--- config.mk ---
export PLATFORM = sky130hd
export DESIGN_NAME = msix_cap_ctl
export DESIGN_NICKNAME = d
export VERILOG_FILES = /design/src/rtl/msix_ctl_pkg.sv /design/src/rtl/msix_ctl_wdec.sv /design/src/rtl/msix_ctl_state.sv /design/src/rtl/msix_ctl_evt.sv /design/src/rtl/msix_ctl_rdmux.sv /design/src/rtl/msix_cap_ctl.sv
export SDC_FILE = /design/constraint.sdc
export NUM_CORES = 1
export LEC_CHECK = 0
export BUFFER_PORTS_ARGS = -buffer_cell sky130_fd_sc_hd__clkbuf_2
export CAP_MARGIN = 20
export CORE_ASPECT_RATIO = 1.2
export CORE_MARGIN = 2
export CORE_UTILIZATION = 36
export CTS_CLUSTER_DIAMETER = 200
export DETAILED_ROUTE_END_ITERATION = 12
export PLACE_DENSITY = 0.84
export SLEW_MARGIN = 15
export SYNTH_ARGS = -nofsm -noshare
export SYNTH_HDL_FRONTEND = slang
export SYNTH_SLANG_ARGS = --single-unit
--- constraint.sdc ---
create_clock -name clk_i -period 1.5 [get_ports clk_i]
set_input_delay 0.3 -clock clk_i [delete_from_list [all_inputs] [get_ports clk_i]]
set_output_delay 0.3 -clock clk_i [all_outputs]
set_load 0.02 [all_outputs]
--- src/rtl/msix_ctl_pkg.sv ---
package msix_ctl_pkg;
  localparam int MAX_VEC  = 2048;
  localparam int EN_BIT   = 15;
  localparam int MASK_BIT = 14;
  localparam int CTL_OFF  = 2;
  localparam int CTL_LEN  = 2;
  localparam int SIZE_W   = 11;

  typedef enum logic [1:0] {
    DW_CTL = 2'd0,
    DW_TBL = 2'd1,
    DW_PBA = 2'd2,
    DW_NONE = 2'd3
  } dw_sel_e;

  function automatic logic [31:0] locator(input logic [31:0] off, input logic [2:0] bir);
    return {off[31:3], bir};
  endfunction
endpackage

--- src/rtl/msix_ctl_wdec.sv ---
module msix_ctl_wdec
  import msix_ctl_pkg::*;
#(
  parameter int ADDR_W = 4
) (
  input  logic              wr_i,
  input  logic [ADDR_W-1:0] addr_i,
  input  logic [2:0]        len_i,
  input  logic [15:0]       wdata_i,
  output logic              ok_o,
  output logic              bad_o,
  output logic              new_en_o,
  output logic              new_mask_o
);
  logic hit;
  logic unused_wd;

  assign hit        = (addr_i == ADDR_W'(CTL_OFF)) && (len_i == 3'(CTL_LEN));
  assign ok_o       = wr_i & hit;
  assign bad_o      = wr_i & ~hit;
  assign new_en_o   = wdata_i[EN_BIT];
  assign new_mask_o = wdata_i[MASK_BIT];
  assign unused_wd  = ^wdata_i[13:0];
endmodule

--- src/rtl/msix_ctl_state.sv ---
module msix_ctl_state (
  input  logic clk_i,
  input  logic rst_ni,
  input  logic ok_i,
  input  logic new_en_i,
  input  logic new_mask_i,
  input  logic route_done_i,
  input  logic route_fail_i,
  output logic en_o,
  output logic mask_o
);
  logic en_q, mask_q, busy_q;
  logic en_d, mask_d, busy_d;
  logic rise_en, fail_clr;

  assign rise_en  = ok_i & new_en_i & ~en_q;
  // accepted write outranks a coincident failure
  assign fail_clr = busy_q & route_done_i & route_fail_i & ~ok_i;

  always_comb begin
    en_d   = ok_i ? new_en_i : (fail_clr ? 1'b0 : en_q);
    mask_d = ok_i ? new_mask_i : mask_q;
    busy_d = rise_en ? 1'b1 : (route_done_i ? 1'b0 : busy_q);
  end

  always_ff @(posedge clk_i or negedge rst_ni) begin
    if (!rst_ni) begin
      en_q   <= 1'b0;
      mask_q <= 1'b0;
      busy_q <= 1'b0;
    end else begin
      en_q   <= en_d;
      mask_q <= mask_d;
      busy_q <= busy_d;
    end
  end

  assign en_o   = en_q;
  assign mask_o = mask_q;
endmodule

--- src/rtl/msix_ctl_evt.sv ---
module msix_ctl_evt (
  input  logic clk_i,
  input  logic rst_ni,
  input  logic ok_i,
  input  logic bad_i,
  input  logic new_en_i,
  input  logic new_mask_i,
  input  logic en_i,
  input  logic mask_i,
  input  logic scan_busy_i,
  output logic err_o,
  output logic route_req_o,
  output logic mask_rise_o,
  output logic scan_req_o,
  output logic chg_o
);
  logic en_rise, m_rise, m_fall, want;
  logic err_q, req_q, mr_q, scan_q, chg_q, hold_q;

  assign en_rise = ok_i & new_en_i & ~en_i;
  assign m_rise  = ok_i & new_mask_i & ~mask_i;
  assign m_fall  = ok_i & ~new_mask_i & mask_i;
  assign want    = m_fall | hold_q;

  always_ff @(posedge clk_i or negedge rst_ni) begin
    if (!rst_ni) begin
      err_q  <= 1'b0;
      req_q  <= 1'b0;
      mr_q   <= 1'b0;
      scan_q <= 1'b0;
      chg_q  <= 1'b0;
      hold_q <= 1'b0;
    end else begin
      err_q  <= bad_i;
      req_q  <= en_rise;
      mr_q   <= m_rise;
      chg_q  <= m_rise | m_fall;
      scan_q <= want & ~scan_busy_i;
      hold_q <= want & scan_busy_i;
    end
  end

  assign err_o       = err_q;
  assign route_req_o = req_q;
  assign mask_rise_o = mr_q;
  assign scan_req_o  = scan_q;
  assign chg_o       = chg_q;
endmodule

--- src/rtl/msix_ctl_rdmux.sv ---
module msix_ctl_rdmux
  import msix_ctl_pkg::*;
#(
  parameter int          ADDR_W  = 4,
  parameter int          NUM_VEC = 64,
  parameter logic [2:0]  TBL_BIR = 3'd2,
  parameter logic [31:0] TBL_OFF = 32'h0000_2000,
  parameter logic [2:0]  PBA_BIR = 3'd4,
  parameter logic [31:0] PBA_OFF = 32'h0000_3000
) (
  input  logic [ADDR_W-1:0] addr_i,
  input  logic              en_i,
  input  logic              mask_i,
  output logic [31:0]       rdata_o
);
  localparam int NDW = 2 ** (ADDR_W - 2);
  localparam logic [SIZE_W-1:0] SIZE_ENC = SIZE_W'(NUM_VEC - 1);

  logic [31:0] dw [NDW];

  for (genvar g = 0; g < NDW; g++) begin : g_dw
    if (g == int'(DW_CTL)) begin : g_ctl
      assign dw[g] = {en_i, mask_i, 3'b000, SIZE_ENC, 16'h0000};
    end else if (g == int'(DW_TBL)) begin : g_tbl
      assign dw[g] = locator(TBL_OFF, TBL_BIR);
    end else if (g == int'(DW_PBA)) begin : g_pba
      assign dw[g] = locator(PBA_OFF, PBA_BIR);
    end else begin : g_zero
      assign dw[g] = 32'h0;
    end
  end

  assign rdata_o = dw[addr_i[ADDR_W-1:2]];
endmodule

--- src/rtl/msix_cap_ctl.sv ---
module msix_cap_ctl
  import msix_ctl_pkg::*;
#(
  parameter int          ADDR_W  = 4,
  parameter int          NUM_VEC = 64,
  parameter logic [2:0]  TBL_BIR = 3'd2,
  parameter logic [31:0] TBL_OFF = 32'h0000_2004,
  parameter logic [2:0]  PBA_BIR = 3'd4,
  parameter logic [31:0] PBA_OFF = 32'h0000_300F
) (
  input  logic              clk_i,
  input  logic              rst_ni,
  input  logic              cfg_wr_i,
  input  logic [ADDR_W-1:0] cfg_addr_i,
  input  logic [2:0]        cfg_len_i,
  input  logic [15:0]       cfg_wdata_i,
  output logic [31:0]       cfg_rdata_o,
  output logic              cfg_err_o,
  output logic              en_o,
  output logic              fmask_o,
  output logic              route_req_o,
  input  logic              route_done_i,
  input  logic              route_fail_i,
  output logic              mask_rise_o,
  output logic              scan_req_o,
  input  logic              scan_busy_i,
  output logic              chg_o
);
  logic ok, bad, new_en, new_mask, en_q, mask_q;

  msix_ctl_wdec #(.ADDR_W(ADDR_W)) u_wdec (
    .wr_i(cfg_wr_i), .addr_i(cfg_addr_i), .len_i(cfg_len_i), .wdata_i(cfg_wdata_i),
    .ok_o(ok), .bad_o(bad), .new_en_o(new_en), .new_mask_o(new_mask)
  );

  msix_ctl_state u_state (
    .clk_i(clk_i), .rst_ni(rst_ni), .ok_i(ok), .new_en_i(new_en), .new_mask_i(new_mask),
    .route_done_i(route_done_i), .route_fail_i(route_fail_i),
    .en_o(en_q), .mask_o(mask_q)
  );

  msix_ctl_evt u_evt (
    .clk_i(clk_i), .rst_ni(rst_ni), .ok_i(ok), .bad_i(bad), .new_en_i(new_en),
    .new_mask_i(new_mask), .en_i(en_q), .mask_i(mask_q), .scan_busy_i(scan_busy_i),
    .err_o(cfg_err_o), .route_req_o(route_req_o), .mask_rise_o(mask_rise_o),
    .scan_req_o(scan_req_o), .chg_o(chg_o)
  );

  msix_ctl_rdmux #(
    .ADDR_W(ADDR_W), .NUM_VEC(NUM_VEC), .TBL_BIR(TBL_BIR), .TBL_OFF(TBL_OFF),
    .PBA_BIR(PBA_BIR), .PBA_OFF(PBA_OFF)
  ) u_rd (
    .addr_i(cfg_addr_i), .en_i(en_q), .mask_i(mask_q), .rdata_o(cfg_rdata_o)
  );

  assign en_o    = en_q;
  assign fmask_o = mask_q;
endmodule

==> impl_metrics.yaml, run 1 <==
sta:
  final-max-slew-violation-count: 0
  grt_setup_unrepaired: "false"
  hold_slack_ns: 0.207
  max_freq_mhz: 745
  final-hold-violation-count: 0
  finalWorstPathRequiredPeriod_ns: 1.34
  min_period_over_period_pct: 89.5
  final-setup-viol-count: 0
  setup_skew_ns: 0.00585
power:
  sw_frac_of_total_pct: 32.3
  share_clk_of_total_power_pct: 29.9
  p_switching_uw: 190
  power_leakage_nw: 0.490
  total_power_uw: 588
  p_per_area_nw_per_um2: 785
  cellInternalPower_uw: 398
  share_of_power_burned_in_combinational_logic_pct: 26.5
  p_seq_share_pct: 43.6
  ir_drop_mv: 0.322
die:
  start_util_pct: 38.4
  placeableCoreArea_sq_um: 1620
  rows: 16
  boundaryPins: 68
  dieHeight_um: 49.6
  x_dimension_of_the_die_um: 42.0
  die_area_sq_um: 2080
clock_tree:
  clk_latency_ns: 0.25
  cts.path.max_buffers: 2
  post_cts.repair.setup_buffers: 0
  clock_tree.root_cell: "clkbuf_4"
  cts.sink_count: 9
  tritoncts: "yes"
  cts-resized-gates: 0
  cts_inserted_buffers: 3
  clk_pin_slew_worst_paths_ns: 0.06
  htree_num_levels: 1
worst_setup_path:
  crit-reg2reg-launch: "u_state.mask_o"
  crit_path_end_kind: "primary output"
  type_of_element_launching_the_critical_path: "flip-flop"
  worstSetupPathType: "flip-flop to primary output"
  rrSetupSlack_ns: 0.59
  worstRegToRegCells: 2
  timing.critical_path.fanout_max: 6
  critPathArrivalTime_ns: 1.04
  endpoint_of_the_most_critical_register_to_register_path: "u_evt.hold_q"
  worst_ep_required_time_ns: 1.20
layout:
  nets: 131
  layout_fillers: 163
  drive_gt1_share_pct: 44.9
  post-route-cell-area_sq_um: 749
  most_frequent_cells_in_the_layout: "clkbuf_2 (34), conb_1 (19), dfrtp_1 (9), inv_1 (7)"
  antenna_cells: 0
  leading_cell_type_in_the_layout_fill_and_taps_excluded: "clkbuf_2"
  area_growth_syn_to_layout_pct: 20.3
yosys:
  synth-warning-count: 0
  syn_avg_cell_area_sq_um: 9.74
  synthDistinctLibCells: 20
  postSynthCellCount: 64
  syn_area_sq_um: 623
  ys_seq_elements: 9
  synth_sequential_area_ratio_pct: 36.1
global_routing:
  grt_pass1_vias: 398
  grt.total_usage_pct: 10.4
  grt_first_pass_wirelength_um: 1640
  grt_start_max_net_pins: 10
  number_of_antenna_violations_at_the_first_check_in_global_routing: 0
  overflow: 0
route:
  antenna_left: 0
  drtPass1Iterations: 2
  dr.first_iter.drc_count: 1
  wl_final_um: 1070
  detailroute.via_count: 475
  post-route-drc-count: 0
  routedWlPerCell_um: 9.20
  avgViaCountPerCell: 4.09
job:
  drv.max_cap_violation_count: 0
place:
  post-dp-hpwl_um: 941
  gp_congestion: 0.616
  dpl_cell_area_sq_um: 713
  place.port_buffers: 34
hold_path:
  min_path_cells: 2
  timing.hold.worst_endpoint: "u_evt.scan_req_o"
  hold_class: "primary input to flip-flop"
  timing.hold.worst.start: "scan_busy_i"
status:
  status: "completed"
## power groups by stage
stage / clock network [mW] / logic (mW) / registers (mW)
final: 0.176 / 0.156 / 0.256
after global routing: 0.201 / 0.168 / 0.257
after CTS: 0.184 / 0.157 / 0.256
after detailed placement: 0 / 0.154 / 0.261
after global placement: 0 / 0.151 / 0.260
after floorplan: 0 / 0.146 / 0.267
## logic make-up (layout without fill, tap and decap cells)
logic type / Yosys count / after routing / share of synthesized area (%)
compound gates: 3 / 3 / 3.82
xor+xnor: 1 / 1 / 1.41
fa+ha+maj: 3 / 3 / 6.02
buf+inv: 33 / 49 / 35.5
flops: 9 / 9 / 36.1
mux: 2 / 2 / 4.02
other cells: 1 / 19 / 0.602
simple gates: 12 / 12 / 12.4
## layout make-up
cell class / count / area (sq um) / share of cell area [%]
clock buffers: 4 / 26.3 / 3.51
inverters: 7 / 26.3 / 3.51
multi-input cells: 40 / 246 / 32.9
flip-flops and latches: 9 / 225 / 30.1
well taps: 18 / 22.5 / 3.01
repair buffers: 38 / 203 / 27.0
## worst max-delay path, stage by stage, from the launching register on
cell      delay [ns]
dfrtp_1         0.45
and3_1          0.18
clkbuf_2        0.16
## worst max path at each step
stage | start | endpoint | slack, ns
CTS | u_state.mask_o | cfg_rdata_o[30] | 0.16
global placement | cfg_addr_i[2] | u_state.mask_o | 0.02
global route | u_state.mask_o | cfg_rdata_o[30] | 0.09
floorplan | cfg_addr_i[2] | u_state.mask_o | 0.04
detailed placement | cfg_addr_i[2] | u_state.mask_o | -0.01
finish | u_state.mask_o | cfg_rdata_o[30] | 0.16
## cells in the mapped netlist, drive strengths merged
master,instances,area [sq um]
buf,26,195
dfrtp,9,225
inv,7,26.3
ha,3,37.5
and3,2,12.5
nand2,2,15.0
nor2,2,7.51
nor3,2,10.0
a31oi,1,6.26
a41oi,1,8.76
and3b,1,8.76
and4bb,1,12.5
conb,1,3.75
mux2,1,15.0
mux2i,1,10.0
nand3,1,5.00
nor2b,1,6.26
o32ai,1,8.76
xnor2,1,8.76
## flip-flops by register name, summed over array words and instances, names as in the netlist
name / flops
u_evt.chg_o: 1
u_evt.err_o: 1
u_evt.hold_q: 1
u_evt.mask_rise_o: 1
u_evt.route_req_o: 1
u_evt.scan_req_o: 1
u_state.busy_q: 1
u_state.en_o: 1
u_state.mask_o: 1
## routing by layer
metal  vias up  GRT usage, %  part of all wire (%)  routed length (um)
met1       209          11.0                    31                 334
met2        38          17.7                    53                 562
met3         2          4.40                    16                 166
met5         -             0                     0                   0
met4         0          4.84                  0.37                   4
li1        226             -                     -                   -
## per-stage QoR
| stage | setup WS (ns) | util (%) | TNS (ns) | cells |
|---|---|---|---|---|
| 4_1_cts | 0.161 | 46.2 | 0 | 116 |
| 3_3_place_gp | 0.0223 | 44.0 | 0 | 111 |
| 6_report | 0.158 | 46.2 | 0 | 116 |
| 2_1_floorplan | 0.0433 | - | 0 | 82 |
| 3_5_place_dp | -0.0133 | 44.0 | -0.0133 | 111 |
| 5_1_grt | 0.0912 | 46.2 | 0 | 116 |
## timing repair
action	in CTS	in global routing
hold buffers	1	0
endpoints found under the setup margin	0	0
hold endpoints to repair	9	0
Note: power is estimated with default switching activity, not from simulation.
==> run 2, diff against run 1 <==
==> constraint.sdc (replaced) <==
create_clock -name clk_i -period 1.5 [get_ports clk_i]
set_input_delay 0.075 -clock clk_i [delete_from_list [all_inputs] [get_ports clk_i]]
set_output_delay 0.075 -clock clk_i [all_outputs]
set_load 0.02 [all_outputs]
==> impl_metrics.yaml, run 2 (same netlist as run 1, synthesis figures left out) <==
worst_setup_path:
  worstRegToRegCells: 2
  worst_ep_required_time_ns: 1.64
  worstSetupPathType: "primary input to flip-flop"
  critPathArrivalTime_ns: 1.32
  timing.critical_path.fanout_max: 6
  endpoint_of_the_most_critical_register_to_register_path: "u_evt.hold_q"
  crit-reg2reg-launch: "u_state.mask_o"
  rrSetupSlack_ns: 0.59
  crit_path_end_kind: "flip-flop"
  type_of_element_launching_the_critical_path: "primary input"
die:
  die_area_sq_um: 2080
  start_util_pct: 38.4
  x_dimension_of_the_die_um: 42.0
  dieHeight_um: 49.6
  boundaryPins: 68
  rows: 16
  placeableCoreArea_sq_um: 1620
global_routing:
  grt_pass1_vias: 394
  overflow: 0
  grt_start_max_net_pins: 10
  grt.total_usage_pct: 10.4
  grt_first_pass_wirelength_um: 1600
  number_of_antenna_violations_at_the_first_check_in_global_routing: 0
status:
  status: "completed"
power:
  cellInternalPower_uw: 400
  share_of_power_burned_in_combinational_logic_pct: 26.4
  p_per_area_nw_per_um2: 787
  sw_frac_of_total_pct: 32.5
  p_switching_uw: 192
  share_clk_of_total_power_pct: 30.3
  p_seq_share_pct: 43.3
  ir_drop_mv: 0.318
  power_leakage_nw: 0.492
hold_path:
  min_path_cells: 3
  timing.hold.worst_endpoint: "u_evt.err_o"
  hold_class: "primary input to flip-flop"
  timing.hold.worst.start: "cfg_wr_i"
clock_tree:
  htree_num_levels: 1
  cts.path.max_buffers: 2
  cts_inserted_buffers: 3
  clk_pin_slew_worst_paths_ns: 0.06
  cts.sink_count: 9
  cts-resized-gates: 0
  tritoncts: "yes"
  clock_tree.root_cell: "clkbuf_4"
  post_cts.repair.setup_buffers: 0
  clk_latency_ns: 0.25
  cts.hold.buffers_added: 3
route:
  wl_final_um: 1020
  dr.first_iter.drc_count: 9
  post-route-drc-count: 0
  antenna_left: 0
  drtPass1Iterations: 4
  routedWlPerCell_um: 8.77
  avgViaCountPerCell: 4.20
  detailroute.via_count: 487
sta:
  min_period_over_period_pct: 78.8
  max_freq_mhz: 846
  final-max-slew-violation-count: 0
  finalWorstPathRequiredPeriod_ns: 1.18
  final-hold-violation-count: 0
  final-setup-viol-count: 0
  setup_total_negative_slack_ns: 0
  grt_setup_unrepaired: "false"
  setup_skew_ns: 0.00500
job:
  drv.max_cap_violation_count: 0
layout:
  antenna_cells: 0
  area_growth_syn_to_layout_pct: 20.7
  leading_cell_type_in_the_layout_fill_and_taps_excluded: "clkbuf_2"
  layout_fillers: 155
  register_area_sq_um: 225
  post-route-cell-area_sq_um: 752
  multiInputGateArea_sq_um: 244
  nets: 131
  drive_gt1_share_pct: 41.8
  final_core_utilization_pct: 46.4
  most_frequent_cells_in_the_layout: "clkbuf_2 (34), conb_1 (19), dfrtp_1 (9), inv_1 (7)"
place:
  place.port_buffers: 34
  dpl_cell_area_sq_um: 696
  gp_congestion: 0.651
  post-dp-hpwl_um: 918
## run 2: how the worst max path moves through the flow
stage	startpoint	endpoint	slack (ns)	depth (start not counted)
global route	cfg_len_i[1]	u_state.mask_o	0.29	5
CTS	cfg_len_i[1]	u_state.mask_o	0.32	5
detailed placement	cfg_addr_i[2]	u_state.mask_o	0.24	6
floorplan	cfg_addr_i[2]	u_state.mask_o	0.17	5
global placement	cfg_addr_i[2]	u_state.mask_o	0.27	6
finish	cfg_len_i[1]	u_state.mask_o	0.32	5
## run 2: power groups by stage
stage               registers, mW  logic (mW)  clock network (mW)
global route                0.257       0.170               0.192
CTS                         0.256       0.157               0.187
global placement            0.260       0.148                   0
floorplan                   0.267       0.145                   0
detailed placement          0.261       0.151                   0
finish                      0.256       0.156               0.180
## run 2: per-stage QoR
step | total power [mW] | hold slack [ns] | cells | setup WS, ns
after floorplan | 0.412 | -0.221 | 82 | 0.172
after global placement | 0.408 | -0.0680 | 109 | 0.265
after detailed placement | 0.411 | -0.0598 | 109 | 0.236
after CTS | 0.601 | 0.00821 | 116 | 0.323
after global routing | 0.619 | 0.0301 | 116 | 0.290
final | 0.592 | 0.0145 | 116 | 0.318
## run 2: metal layers
metal | global-route usage (%) | up-vias | share of wire, %
met5 | 0 | - | 0
met4 | 6.45 | 0 | 1.3
met3 | 4.03 | 2 | 16
met2 | 19.0 | 42 | 53
met1 | 9.38 | 213 | 29
li1 | - | 230 | -
## run 2: worst max-delay path: stages
cell           delay (ns)
dlygate4sd3_1        0.53
clkbuf_2             0.11
and3b_1              0.20
nand2_4              0.12
mux2_4               0.30
## run 2: final cells by class
type	instances	area share [%]
Timing Repair Buffer	38	27.6
Multi-Input combinational cell	40	32.4
Clock buffer	4	3.49
Tap cell	18	3.00
Sequential cell	9	30.0
Inverter	7	3.49
